**config.mk**
```make
export PLATFORM = sky130hd
export DESIGN_NAME = sdram_dp_timer
export DESIGN_NICKNAME = d
export VERILOG_FILES = /design/src/rtl/sdp_pkg.sv /design/src/rtl/sdp_rd_track.sv /design/src/rtl/sdp_wr_track.sv /design/src/rtl/sdp_lane_gate.sv /design/src/rtl/sdram_dp_timer.sv
export SDC_FILE = /design/constraint.sdc
export NUM_CORES = 1
export LEC_CHECK = 0
export BUFFER_PORTS_ARGS = -buffer_cell sky130_fd_sc_hd__buf_4
export CAP_MARGIN = 20
export CORE_MARGIN = 5
export CORE_UTILIZATION = 35
export CTS_BUF_LIST = sky130_fd_sc_hd__clkbuf_4 sky130_fd_sc_hd__clkbuf_8
export DETAILED_ROUTE_END_ITERATION = 8
export GPL_ROUTABILITY_DRIVEN = 0
export GPL_TIMING_DRIVEN = 0
export PLACE_DENSITY = 0.73
export SKIP_CTS_REPAIR_TIMING = 1
export SLEW_MARGIN = 40
export SYNTH_ARGS = -nofsm -noshare
export SYNTH_HDL_FRONTEND = slang
export SYNTH_SLANG_ARGS = --single-unit
```
**constraint.sdc**
```tcl
create_clock -name clk -period 3.8 [get_ports clk]
set_input_delay 0.38 -clock clk [delete_from_list [all_inputs] [get_ports clk]]
set_output_delay 0.38 -clock clk [all_outputs]
set_load 0.1 [all_outputs]
```
**src/rtl/sdp_pkg.sv**
```systemverilog
package sdp_pkg;
  localparam int DQ_W       = 16;
  localparam int LANES      = 2;
  localparam int BYTE_W     = DQ_W / LANES;
  localparam int BL_LOG_MAX = 3;
  localparam int BL_MAX     = 1 << BL_LOG_MAX;
  localparam int CL_MAX     = 3;
  localparam int WIN        = CL_MAX + BL_MAX - 1;
  localparam int BLC_W      = $clog2(BL_LOG_MAX + 1);

  typedef enum logic [1:0] {
    OP_IDLE  = 2'd0,
    OP_READ  = 2'd1,
    OP_WRITE = 2'd2,
    OP_STOP  = 2'd3
  } op_e;
endpackage

```
**src/rtl/sdp_rd_track.sv**
```systemverilog
module sdp_rd_track
  import sdp_pkg::*;
(
  input  logic             clk,
  input  logic             rst_n,
  input  logic             load,
  input  logic             trunc,
  input  logic             cl3,
  input  logic [BLC_W-1:0] bl_code,
  output logic [WIN-1:0]   due
);
  // due[j] marks a read word expected j cycles from now
  int cl;
  int blen;
  logic [WIN-1:0] nxt;

  always_comb begin
    cl   = cl3 ? CL_MAX : CL_MAX - 1;
    blen = 1 << bl_code;
  end

  for (genvar j = 0; j < WIN; j++) begin : g_slot
    logic from_up;
    logic keep;
    logic fresh;
    if (j + 1 < WIN) begin : g_mid
      assign from_up = due[j+1];
    end else begin : g_end
      assign from_up = 1'b0;
    end
    // words already inside the memory's latency pipe survive a cut
    assign keep   = (j < cl - 1);
    assign fresh  = load && (j >= cl - 1) && (j <= cl + blen - 2);
    assign nxt[j] = (trunc ? (from_up & keep) : from_up) | fresh;
  end

  always_ff @(posedge clk or negedge rst_n) begin
    if (!rst_n) due <= '0;
    else        due <= nxt;
  end


  new_burst_cl2_chk: assert property (@(posedge clk) disable iff (!rst_n)
    (load && !cl3) |=> due[1]);

  new_burst_cl3_chk: assert property (@(posedge clk) disable iff (!rst_n)
    (load && cl3) |=> due[2]);

  cut_cl2_chk: assert property (@(posedge clk) disable iff (!rst_n)
    (trunc && !load && !cl3) |=> (due[WIN-1:1] == '0));

  cut_cl3_chk: assert property (@(posedge clk) disable iff (!rst_n)
    (trunc && !load && cl3) |=> (due[WIN-1:2] == '0));
endmodule

```
**src/rtl/sdp_wr_track.sv**
```systemverilog
module sdp_wr_track
  import sdp_pkg::*;
(
  input  logic             clk,
  input  logic             rst_n,
  input  logic             start,
  input  logic             kill,
  input  logic [BLC_W-1:0] bl_code,
  output logic             beat
);
  logic [BL_LOG_MAX:0] left;
  logic [BL_LOG_MAX:0] span;
  logic [BL_LOG_MAX:0] span_m1;

  assign span    = {{BL_LOG_MAX{1'b0}}, 1'b1} << bl_code;
  assign span_m1 = span - 1'b1;
  assign beat    = start | ((left != '0) & ~kill);

  always_ff @(posedge clk or negedge rst_n) begin
    if (!rst_n)            left <= '0;
    else if (start)        left <= span_m1;
    else if (kill)         left <= '0;
    else if (left != '0)   left <= left - 1'b1;
  end


  count_down_chk: assert property (@(posedge clk) disable iff (!rst_n)
    (left != '0 && !start && !kill) |=> (left == $past(left) - 1'b1));

  kill_end_chk: assert property (@(posedge clk) disable iff (!rst_n)
    (kill && !start) |=> (beat == start));
endmodule

```
**src/rtl/sdp_lane_gate.sv**
```systemverilog
module sdp_lane_gate
  import sdp_pkg::*;
(
  input  logic             clk,
  input  logic             rst_n,
  input  logic [LANES-1:0] dqm_now,
  input  logic             due_now,
  output logic [LANES-1:0] hist1,
  output logic [LANES-1:0] hist2,
  output logic [LANES-1:0] lane_en
);
  for (genvar i = 0; i < LANES; i++) begin : g_lane
    logic s1;
    logic s2;
    always_ff @(posedge clk or negedge rst_n) begin
      if (!rst_n) begin
        s1 <= 1'b0;
        s2 <= 1'b0;
      end else begin
        s1 <= dqm_now[i];
        s2 <= s1;
      end
    end
    assign hist1[i]   = s1;
    assign hist2[i]   = s2;
    assign lane_en[i] = due_now & ~s2;


    mask_lag_chk: assert property (@(posedge clk) disable iff (!rst_n)
      lane_en[i] |-> !$past(dqm_now[i], 2));
  end
endmodule

```
**src/rtl/sdram_dp_timer.sv**
```systemverilog
module sdram_dp_timer
  import sdp_pkg::*;
(
  input  logic             clk,
  input  logic             rst_n,
  input  logic [1:0]       cmd_op,
  input  logic             cas3,
  input  logic [BLC_W-1:0] bl_code,
  input  logic [LANES-1:0] rmask,
  input  logic [DQ_W-1:0]  wd_data,
  input  logic             wd_valid,
  output logic             wd_ready,
  input  logic [LANES-1:0] wmask,
  output logic [DQ_W-1:0]  dq_out,
  output logic             dq_oe,
  output logic [LANES-1:0] dqm,
  input  logic [DQ_W-1:0]  dq_in,
  output logic [DQ_W-1:0]  rd_data,
  output logic [LANES-1:0] rd_lane,
  output logic             rd_valid,
  output logic             wr_clear
);
  localparam logic [LANES-1:0] ALL_MASK = {LANES{1'b1}};

  op_e op;
  logic is_rd, is_wr, is_st, wr_ok, beat;
  logic [WIN-1:0]   due;
  logic [LANES-1:0] h1, h2;

  assign op    = op_e'(cmd_op);
  assign is_rd = (op == OP_READ);
  assign is_wr = (op == OP_WRITE);
  assign is_st = (op == OP_STOP);

  // words still in the memory's output pipe that no mask can stop
  assign wr_clear = !(due[0] && h2 != ALL_MASK)
                 && !(due[1] && h1 != ALL_MASK)
                 && !(cas3 && due[2]);
  assign wr_ok = is_wr && wr_clear;

  sdp_rd_track u_rd (
    .clk     (clk),
    .rst_n   (rst_n),
    .load    (is_rd),
    .trunc   (is_rd | is_st | wr_ok),
    .cl3     (cas3),
    .bl_code (bl_code),
    .due     (due)
  );

  sdp_wr_track u_wr (
    .clk     (clk),
    .rst_n   (rst_n),
    .start   (wr_ok),
    .kill    (is_rd | is_st),
    .bl_code (bl_code),
    .beat    (beat)
  );

  assign dqm = beat ? (wmask | {LANES{~wd_valid}}) : rmask;

  sdp_lane_gate u_gate (
    .clk     (clk),
    .rst_n   (rst_n),
    .dqm_now (dqm),
    .due_now (due[0]),
    .hist1   (h1),
    .hist2   (h2),
    .lane_en (rd_lane)
  );

  assign rd_valid = due[0];
  assign wd_ready = beat;
  assign dq_oe    = beat;
  assign dq_out   = beat ? wd_data : '0;

  for (genvar i = 0; i < LANES; i++) begin : g_rdata
    assign rd_data[i*BYTE_W +: BYTE_W] = rd_lane[i] ? dq_in[i*BYTE_W +: BYTE_W] : '0;
  end


  bus_excl_chk: assert property (@(posedge clk) disable iff (!rst_n)
    !(dq_oe && (rd_lane != '0)));

  blocked_write_chk: assert property (@(posedge clk) disable iff (!rst_n)
    !wr_clear |-> !dq_oe);

  read_kills_write_chk: assert property (@(posedge clk) disable iff (!rst_n)
    (is_rd || is_st) |-> !dq_oe);

  burst_origin_chk: assert property (@(posedge clk) disable iff (!rst_n)
    $rose(rd_valid) |-> ($past(cmd_op, 2) == OP_READ || $past(cmd_op, 3) == OP_READ));
endmodule

```
==> metrics.txt, run 1 <==
clock share of power=10.9%; dpl hpwl=2.774 mm; GRT Residual Overflow=0; maximum VDD drop=226.9 uV; multi-input logic area=649.4 um^2; final setup TNS=0 ns; I/O pin total=84; clock sink total=18; # diodes=0; Tcrit/Tclk final=62.52%; Port-buffer cells=82; cell taking the most area after synthesis=dfrtp_1; top cells by area, synth=dfrtp_1 (39%), and2_1 (18%), ha_1 (3.3%); Die Y=67.19 um; GRT Overall Usage=13.57%; die footprint=4515 um^2; HP Class=in2reg; initial DRC count=15; Num CTS Buffers=3; root buffer cell=clkbuf_4; Comb pwr share=66.6%; Die Wd=67.19 um; final wirelength=3.216 mm; sequential share of power=22.5%; Pre-antenna DRT Iters=4; sequential share of the synthesized area=39.34%; Final nets=257; FF+latch area=450.4 um^2; Mapped Avg Cell Area=9.384 um^2; Post-synth EDFFs=0; drt drc=0; cell internal pwr=0.4741 mW; Net Sw Power=0.5872 mW; Synth Flop Type=dfrtp_1; number of global-route vias before repair=1087; ys async rst share=100.0%; worst clock skew=0.008251 ns; Core Util, Final=60.00%; Max-Slew Margin vs Limit=73.73%; sw frac=55.33%; number of max-cap violations=0; Static Leakage=0.9413 nW; first-pass GRT wire length=4.712 mm; most used routing layer=met2; CTS tree=done; WL/cell=12.71 um; Min Clock Period, post-route=2.376 ns; Post-Syn Nets=169; largest net degree at the start of global routing=19; CTS Buffer Depth=2; critical path type=reg2out; Final Max Tran Viols=0; initial antenna violation count=0; Unique masters post-synth=30; Power Density=570.0 nW/um^2; CP Launch Type=flip-flop; row count=20; synthesized area=1145 um^2; Syn. warnings=0; met3 Track Usage GR=2.995%; Fin. Hold Viols=0; Mapped Cells=122; GR Layer Usage met1=13.21%; clk_lat worst skew=0.29 ns; outcome=finished, final reports clean; RSZ-0062 raised after global routing=no; Worst Tran Pin Value=0.3941 ns; Worst Path Max Fanout=10; Syn-to-layout area delta=62.62%; WP data arrival=2.00 ns; register bit total from synthesis=18; initial core utilization=36.90%; Vias/cell=4.447; Critical Path End Type=output port; FILL cells=305; share of layout cells above drive strength 1=46.89%; vias post-DR=1125; Max Clock Freq=420.9 MHz; met2 GRT Util=27.85%; htree depth=1; Worst-path clk slew=0.10 ns; core area=3103 um^2; setup violators final=0; Worst EP required=3.42 ns; top-area cell type share of the netlist area=39.34%; Final ANT Viol Nets=0
## through the flow
step	setup slack (ns)	hold slack, ns	instances	instance area [um^2]	power (mW)
6_report	1.424	0.2997	253	1862	1.061
5_1_grt	1.293	0.2808	253	1862	1.117
4_1_cts	1.399	-0.07409	252	1852	1.073
3_5_place_dp	1.661	0.2567	248	1815	0.9547
3_3_place_gp	1.685	0.2532	248	1815	0.9439
2_1_floorplan	0.4478	0.08441	122	1145	0.8025
## power groups by stage
| stage | clock network, mW | registers, mW | logic [mW] |
|---|---|---|---|
| 6_report | 0.115 | 0.239 | 0.707 |
| 5_1_grt | 0.132 | 0.242 | 0.742 |
| 4_1_cts | 0.121 | 0.239 | 0.712 |
| 3_5_place_dp | 0 | 0.244 | 0.711 |
| 3_3_place_gp | 0 | 0.241 | 0.703 |
| 2_1_floorplan | 0 | 0.247 | 0.556 |
## state kept, by name, indices dropped and copies added, names as in the netlist
signal and cells:
u_gate.g_lane.s1 2, u_rd.due 10, u_wr.left 4, u_gate.g_lane.s2 2
## synthesized netlist by cell type, types with 2 or more instances
cell type   n
nand2b_1    4
mux2_2      3
and2_1     33
a21bo_4     2
o21ai_0     3
buf_4       2
inv_1       3
o21ai_1     3
nand2_1    10
clkbuf_1    2
nor2b_1     5
nor3_1      4
ha_1        3
a21oi_1     6
dfrtp_1    18
nor2_1      7
## path summary, 6_finish.rpt
path / start / end / slack (ns) / cells past startpoint
max: u_wr.left[0]$_DFFE_PN0P_ / dqm[0] / 1.42 / 6
min: cas3 / u_rd.due[1]$_DFF_PN0_ / 0.30 / 2
max reg2reg: u_wr.left[0]$_DFFE_PN0P_ / u_gate.g_lane[1].s1$_DFF_PN0_ / 2.22 / 5
min reg2reg: u_rd.due[1]$_DFF_PN0_ / u_rd.due[0]$_DFF_PN0_ / 0.39 / 0
max in group asynchronous: rst_n / u_gate.g_lane[0].s2$_DFF_PN0_ / 3.13 / 2
min in group asynchronous: rst_n / u_rd.due[8]$_DFF_PN0_ / 0.47 / 2
## layout make-up
class                   count  share of cell area (%)
plain buffers               5                   1.815
clock buffers               4                   1.949
inverters                   3                  0.6048
multi-input cells          96                   34.88
flip-flops and latches     18                   24.19
well taps                  44                   2.957
repair buffers             83                   33.60
## worst max-delay path, stage by stage, from the launching register on
cell and delay, ns:
dfrtp_1 0.39, inv_1 0.09, ha_1 0.19, nor3b_4 0.33, a21oi_4 0.15, mux2_2 0.27, buf_4 0.29
## cells by family (layout without fill, tap and decap cells)
group / Yosys count / after routing / share of synthesized area, %
muxes: 3 / 3 / 2.951
buffers and inverters: 8 / 95 / 3.934
AOI/OAI and AO/OA: 21 / 21 / 14.21
adders and majority gates: 3 / 3 / 3.279
DFF: 18 / 18 / 39.34
and+or+nand+nor: 68 / 68 / 35.52
xor gates and xnor gates: 1 / 1 / 0.7652
## per-layer routing
layer  wire (um)  share of wire, %
met1        1070                33
met4          21              0.65
met3         326                10
met2        1797                56
met5           0                 0
## cells in the final DEF, fill, tap and decap left out, drive strengths merged
| master | n |
|---|---|
| nand2b | 4 |
| mux2 | 3 |
| inv | 3 |
| a22oi | 1 |
| xnor2 | 1 |
| o21ai | 6 |
| nor2 | 7 |
| dlygate4sd3 | 1 |
| nand2 | 10 |
| a221oi | 1 |
| or3 | 1 |
| a21oi | 7 |
| o31ai | 1 |
| nor3 | 4 |
| o22ai | 1 |
| clkbuf | 6 |
| nor3b | 2 |
| a211oi | 1 |
| buf | 85 |
| and3 | 1 |
| a41oi | 1 |
| dfrtp | 18 |
| ha | 3 |
| a21bo | 2 |
| and2 | 33 |
| nor2b | 5 |
| nand4 | 1 |
Power figures use the tool's default switching activity.
==> inputs of run 2 (changes only) <==
==> constraint.sdc (replaced) <==
create_clock -name clk -period 2.41 [get_ports clk]
set_input_delay 0.241 -clock clk [delete_from_list [all_inputs] [get_ports clk]]
set_output_delay 0.241 -clock clk [all_outputs]
set_load 0.1 [all_outputs]
==> run 2 against run 1 <==
Register-to-register slack lost 1.4 ns. Worst hold slack worse by 0.14 ns. Die area unchanged. Largest power group unchanged. Worst setup slack worse by 1.3 ns. Clock power is 60% higher. Core utilization is 1.6 points higher. Total power increased by 63%. Combinational power rose by 65%. Sequential share of layout area down 0.57 points.
==> metrics.txt, run 2 (synthesized netlist as in run 1, its figures left out) <==
Final ANT Viol Nets=0; pre-CTS setup slack=0.4447 ns; Final Max Tran Viols=0; clock sink total=18; Syn-to-layout area delta=66.99%; cell internal pwr=0.7824 mW; HP Class=in2reg; I/O pin total=84; Num CTS Buffers=3; maximum VDD drop=480.0 uV; multi-input logic area=680.7 um^2; FF+latch area=451.7 um^2; final setup TNS=0 ns; Port-buffer cells=82; Largest regs=u_rd.due (10), u_wr.left (4); CTS Buffer Depth=2; Pre-antenna DRT Iters=4; Critical Path End Type=output port; sw frac=54.87%; Power Density=906.8 nW/um^2; setup violators final=0; most frequent cells in the layout=buf_4 (86), and2_2 (25), dfrtp_1 (17); Core Util, Final=61.61%; FILL cells=294; Worst-path clk slew=0.11 ns; RSZ-0062 raised after global routing=no; core area=3103 um^2; Final nets=259; Worst EP required=2.17 ns; final wirelength=3.553 mm; number of global-route vias before repair=1171; clock share of power=10.6%; final setup margin=0.1309 ns; share of layout cells above drive strength 1=60.66%; Min Clock Period, post-route=2.279 ns; CTS tree=done; Fin. Hold Viols=0; initial antenna violation count=0; htree depth=1; row count=20; GRT Overall Usage=14.82%; Comb pwr share=67.5%; most common cell after layout, fill and taps aside=buf_4; die footprint=4515 um^2; Tcrit/Tclk final=94.57%; WL/cell=13.93 um; sequential share of power=21.9%; vias post-DR=1167; dpl hpwl=3.014 mm; Max Clock Freq=438.8 MHz; WP data arrival=2.04 ns; initial DRC count=7; Static Leakage=0.9757 nW; Max-Slew Margin vs Limit=74.60%; Worst Tran Pin Value=0.3810 ns; Vias/cell=4.576; root buffer cell=clkbuf_4; first-pass GRT wire length=5.147 mm; GRT Residual Overflow=0; worst clock skew=0.01032 ns; # diodes=0; CP Launch Type=flip-flop; clk_lat worst skew=0.29 ns; largest net degree at the start of global routing=19; outcome=finished, final reports clean; initial core utilization=36.90%; WHS=0.1572 ns; Die Wd=67.19 um; Net Sw Power=0.9512 mW; Worst Path Max Fanout=10; number of max-cap violations=0; Largest register FFs=10; critical path type=reg2out; drt drc=0; register bank with the most flops=u_rd.due; Tot Pwr=1.734 mW; Die Y=67.19 um
## run 2: cell types whose count changed in the layout (fill, tap and decap cells not counted)
cell,delta
and2_1,-25
and2_2,+25
buf_4,+2
clkbuf_1,-2
clkbuf_2,+2
dfrtp_1,-1
dfrtp_2,+1
## run 2: metal layers
metal | track usage (%) | vias up | routed length [um]
li1 | - | 582 | -
met5 | 0 | - | 0
met2 | 27.36 | 49 | 1881
met4 | 2.532 | 0 | 50
met3 | 6.822 | 4 | 410
met1 | 15.46 | 532 | 1210
## run 2: power groups by stage
stage	Combinational, mW	Sequential, mW	Clock (mW)
finish	1.17	0.379	0.184
global route	1.22	0.384	0.204
CTS	1.15	0.379	0.189
detailed placement	1.14	0.385	0
global placement	1.12	0.380	0
floorplan	0.886	0.390	0
## run 2: final timing paths
check	start	end	slack, ns	depth (start not counted)
max	u_wr.left[0]$_DFFE_PN0P_	dqm[1]	0.13	6
min	cmd_op[0]	u_wr.left[0]$_DFFE_PN0P_	0.16	2
max reg2reg	u_wr.left[0]$_DFFE_PN0P_	u_gate.g_lane[1].s1$_DFF_PN0_	0.79	5
min reg2reg	u_gate.g_lane[0].s1$_DFF_PN0_	u_gate.g_lane[0].s2$_DFF_PN0_	0.41	0
max in group asynchronous	rst_n	u_rd.due[0]$_DFF_PN0_	1.86	2
min in group asynchronous	rst_n	u_rd.due[8]$_DFF_PN0_	0.33	2
## run 2: through the flow
| step | area, um^2 | cells |
|---|---|---|
| after floorplan | 1180 | 122 |
| after CTS | 1887 | 252 |
| final | 1912 | 255 |
| after detailed placement | 1851 | 248 |
| after global routing | 1912 | 255 |
| after global placement | 1851 | 248 |
## run 2: critical path, cell delays in order (launching register included)
cell	delay, ns
dfrtp_1	0.37
inv_1	0.07
ha_1	0.23
nor3b_4	0.18
a21oi_4	0.26
mux2_2	0.39
buf_4	0.24
## run 2: layout make-up
cell class                 count  area share (%)
sequential                    18           23.63
timing repair buffer          85           33.51
tap                           44           2.880
multi-input combinational     96           35.60
inverter                       3          0.5890
clock buffer                   4           1.898
buffer                         5           1.898
==> inputs of run 3 (changes only) <==
--- a/config.mk
+++ b/config.mk
@@ -7,6 +7,7 @@
 export LEC_CHECK = 0
 export BUFFER_PORTS_ARGS = -buffer_cell sky130_fd_sc_hd__buf_4
 export CAP_MARGIN = 20
+export CORE_ASPECT_RATIO = 1.5
 export CORE_MARGIN = 5
 export CORE_UTILIZATION = 35
 export CTS_BUF_LIST = sky130_fd_sc_hd__clkbuf_4 sky130_fd_sc_hd__clkbuf_8
==> run 3 against run 2 <==
Die area up 0.52%. Sequential power about the same. Combinational power down 3%. Core utilization shrank 1.3 points. Worst setup slack gained 0.068 ns. Largest power group unchanged. Worst hold slack improved by 0.058 ns. First-iteration DRC count rose to 3.0 times the previous value. Wire length decreased by 7.3%. Sequential share of layout area rose by 0.093 points.
==> metrics.txt, run 3 (synthesized netlist as in run 1, its figures left out) <==
outcome=finished, final reports clean; Worst Tran Pin Value=0.4022 ns; Fin. Hold Viols=0; pre-CTS setup slack=0.4558 ns; die footprint=4538 um^2; met2 GRT Util=28.36%; core area=3159 um^2; Worst Path Max Fanout=11; Max Clock Freq=452.2 MHz; htree depth=1; vias post-DR=1168; cell internal pwr=0.7938 mW; # diodes=0; I/O pin total=84; Tcrit/Tclk final=91.76%; clock share of power=13.0%; drt drc=0; worst hold endpoint=u_wr.left[0]$_DFFE_PN0P_; Hold Startpoint=cmd_op[0]; sw frac=54.07%; row count=25; Largest register FFs=10; final setup TNS=0 ns; Die Wd=56.70 um; Num CTS Buffers=3; first-pass GRT wire length=5.264 mm; dpl hpwl=2.823 mm; Net Sw Power=0.9345 mW; R2R Setup Slk=0.83 ns; root buffer cell=clkbuf_8; Reg2Reg Depth=4; worst clock skew=0.001264 ns; Largest regs=u_rd.due (10), u_wr.left (4); initial antenna violation count=0; final setup margin=0.1987 ns; GRT Overall Usage=14.17%; register bank with the most flops=u_rd.due; Worst EP required=2.17 ns; R2R Path End=u_gate.g_lane[0].s1$_DFF_PN0_; worst path cell trace=inv_1 -> ha_1 -> nor3b_4 -> a21oi_4 -> buf_6 -> and2_2 -> buf_4; Core Util, Final=60.28%; CTS tree=done; Final nets=257; largest net degree at the start of global routing=19; number of max-cap violations=0; Power Density=907.6 nW/um^2; GRT Residual Overflow=0; Static Leakage=0.9710 nW; number of global-route vias before repair=1206; WHS=0.2152 ns; WP data arrival=1.97 ns; initial DRC count=21; clock sink total=18; RSZ-0062 raised after global routing=no; Critical Path Max Stage Delay=0.38 ns; Die Y=80.05 um; Comb pwr share=65.1%; WL/cell=13.22 um; RR Startpoint=u_rd.due[0]$_DFF_PN0_; critical path's slowest cell=dfrtp_1; Critical Path End Type=output port; Hold Path Depth=2; Tot Pwr=1.728 mW; most common cell after layout, fill and taps aside=buf_4; Min Clock Period, post-route=2.211 ns; CP Launch Type=flip-flop; setup violators final=0; Syn-to-layout area delta=66.34%; critical path type=reg2out; maximum VDD drop=566.0 uV; most frequent cells in the layout=buf_4 (84), and2_2 (25), dfrtp_1 (17); CTS Buffer Depth=2; clk_lat worst skew=0.25 ns; initial core utilization=36.24%; Max-Slew Margin vs Limit=73.18%; GR Layer Usage met1=13.04%; share of layout cells above drive strength 1=60.29%; Vias/cell=4.691; Final ANT Viol Nets=0; met3 Track Usage GR=4.693%; final wirelength=3.292 mm; Worst-path clk slew=0.06 ns; Pre-antenna DRT Iters=4; Final Max Tran Viols=0; Port-buffer cells=82; most used routing layer=met2; sequential share of power=21.9%; HP Class=in2reg
-- run 3: cell count changes in the layout (fill, tap and decap cells not counted) --
cell	change
clkbuf_8	+2
buf_4	-2
clkbuf_4	-2
-- run 3: layout make-up --
type / count / area (um^2)
timing repair buffer: 83 / 625.6
fill: 277 / 1255
tap: 40 / 50.05
buffer: 5 / 36.28
clock buffer: 4 / 48.80
sequential: 18 / 451.7
inverter: 3 / 11.26
multi-input combinational: 96 / 680.7
-- run 3: worst max path at each step --
stage                                        start          to  slack [ns]  depth (start not counted)
after floorplan              u_rd.due[0]$_DFF_PN0_  dq_out[10]        0.11                          5
after global placement       u_rd.due[0]$_DFF_PN0_      dqm[1]        0.49                          5
after detailed placement  u_wr.left[0]$_DFFE_PN0P_  dq_out[11]        0.46                          7
after CTS                 u_wr.left[0]$_DFFE_PN0P_  dq_out[11]        0.17                          7
after global routing      u_wr.left[0]$_DFFE_PN0P_   dq_out[8]        0.07                          7
final                     u_wr.left[0]$_DFFE_PN0P_  dq_out[11]        0.20                          7
-- run 3: power by group through the flow --
stage,sequential (mW),combinational (mW),clock [mW]
finish,0.379,1.13,0.224
global route,0.383,1.18,0.243
CTS,0.380,1.13,0.228
detailed placement,0.385,1.13,0
global placement,0.380,1.12,0
floorplan,0.390,0.886,0
-- run 3: per-layer routing --
metal	routed length, um	vias to the layer above	share of wire, %
met1	1050	530	32
met4	52	0	1.6
li1	-	582	-
met5	0	-	0
met3	328	4	10
met2	1860	52	57
-- run 3: worst max-delay path: cells and delay by family, from the launching register on --
| kind | cells | cell delay [ns] |
|---|---|---|
| simple gates | 2 | 0.51 |
| buf+inv | 3 | 0.48 |
| flops | 1 | 0.38 |
| fa+ha+maj | 1 | 0.21 |
| compound gates | 1 | 0.15 |
-- run 3: per-stage QoR --
step                instance area (um^2)  cells
floorplan                           1180    122
global placement                    1846    244
detailed placement                  1846    244
CTS                                 1894    248
global route                        1904    249
finish                              1904    249
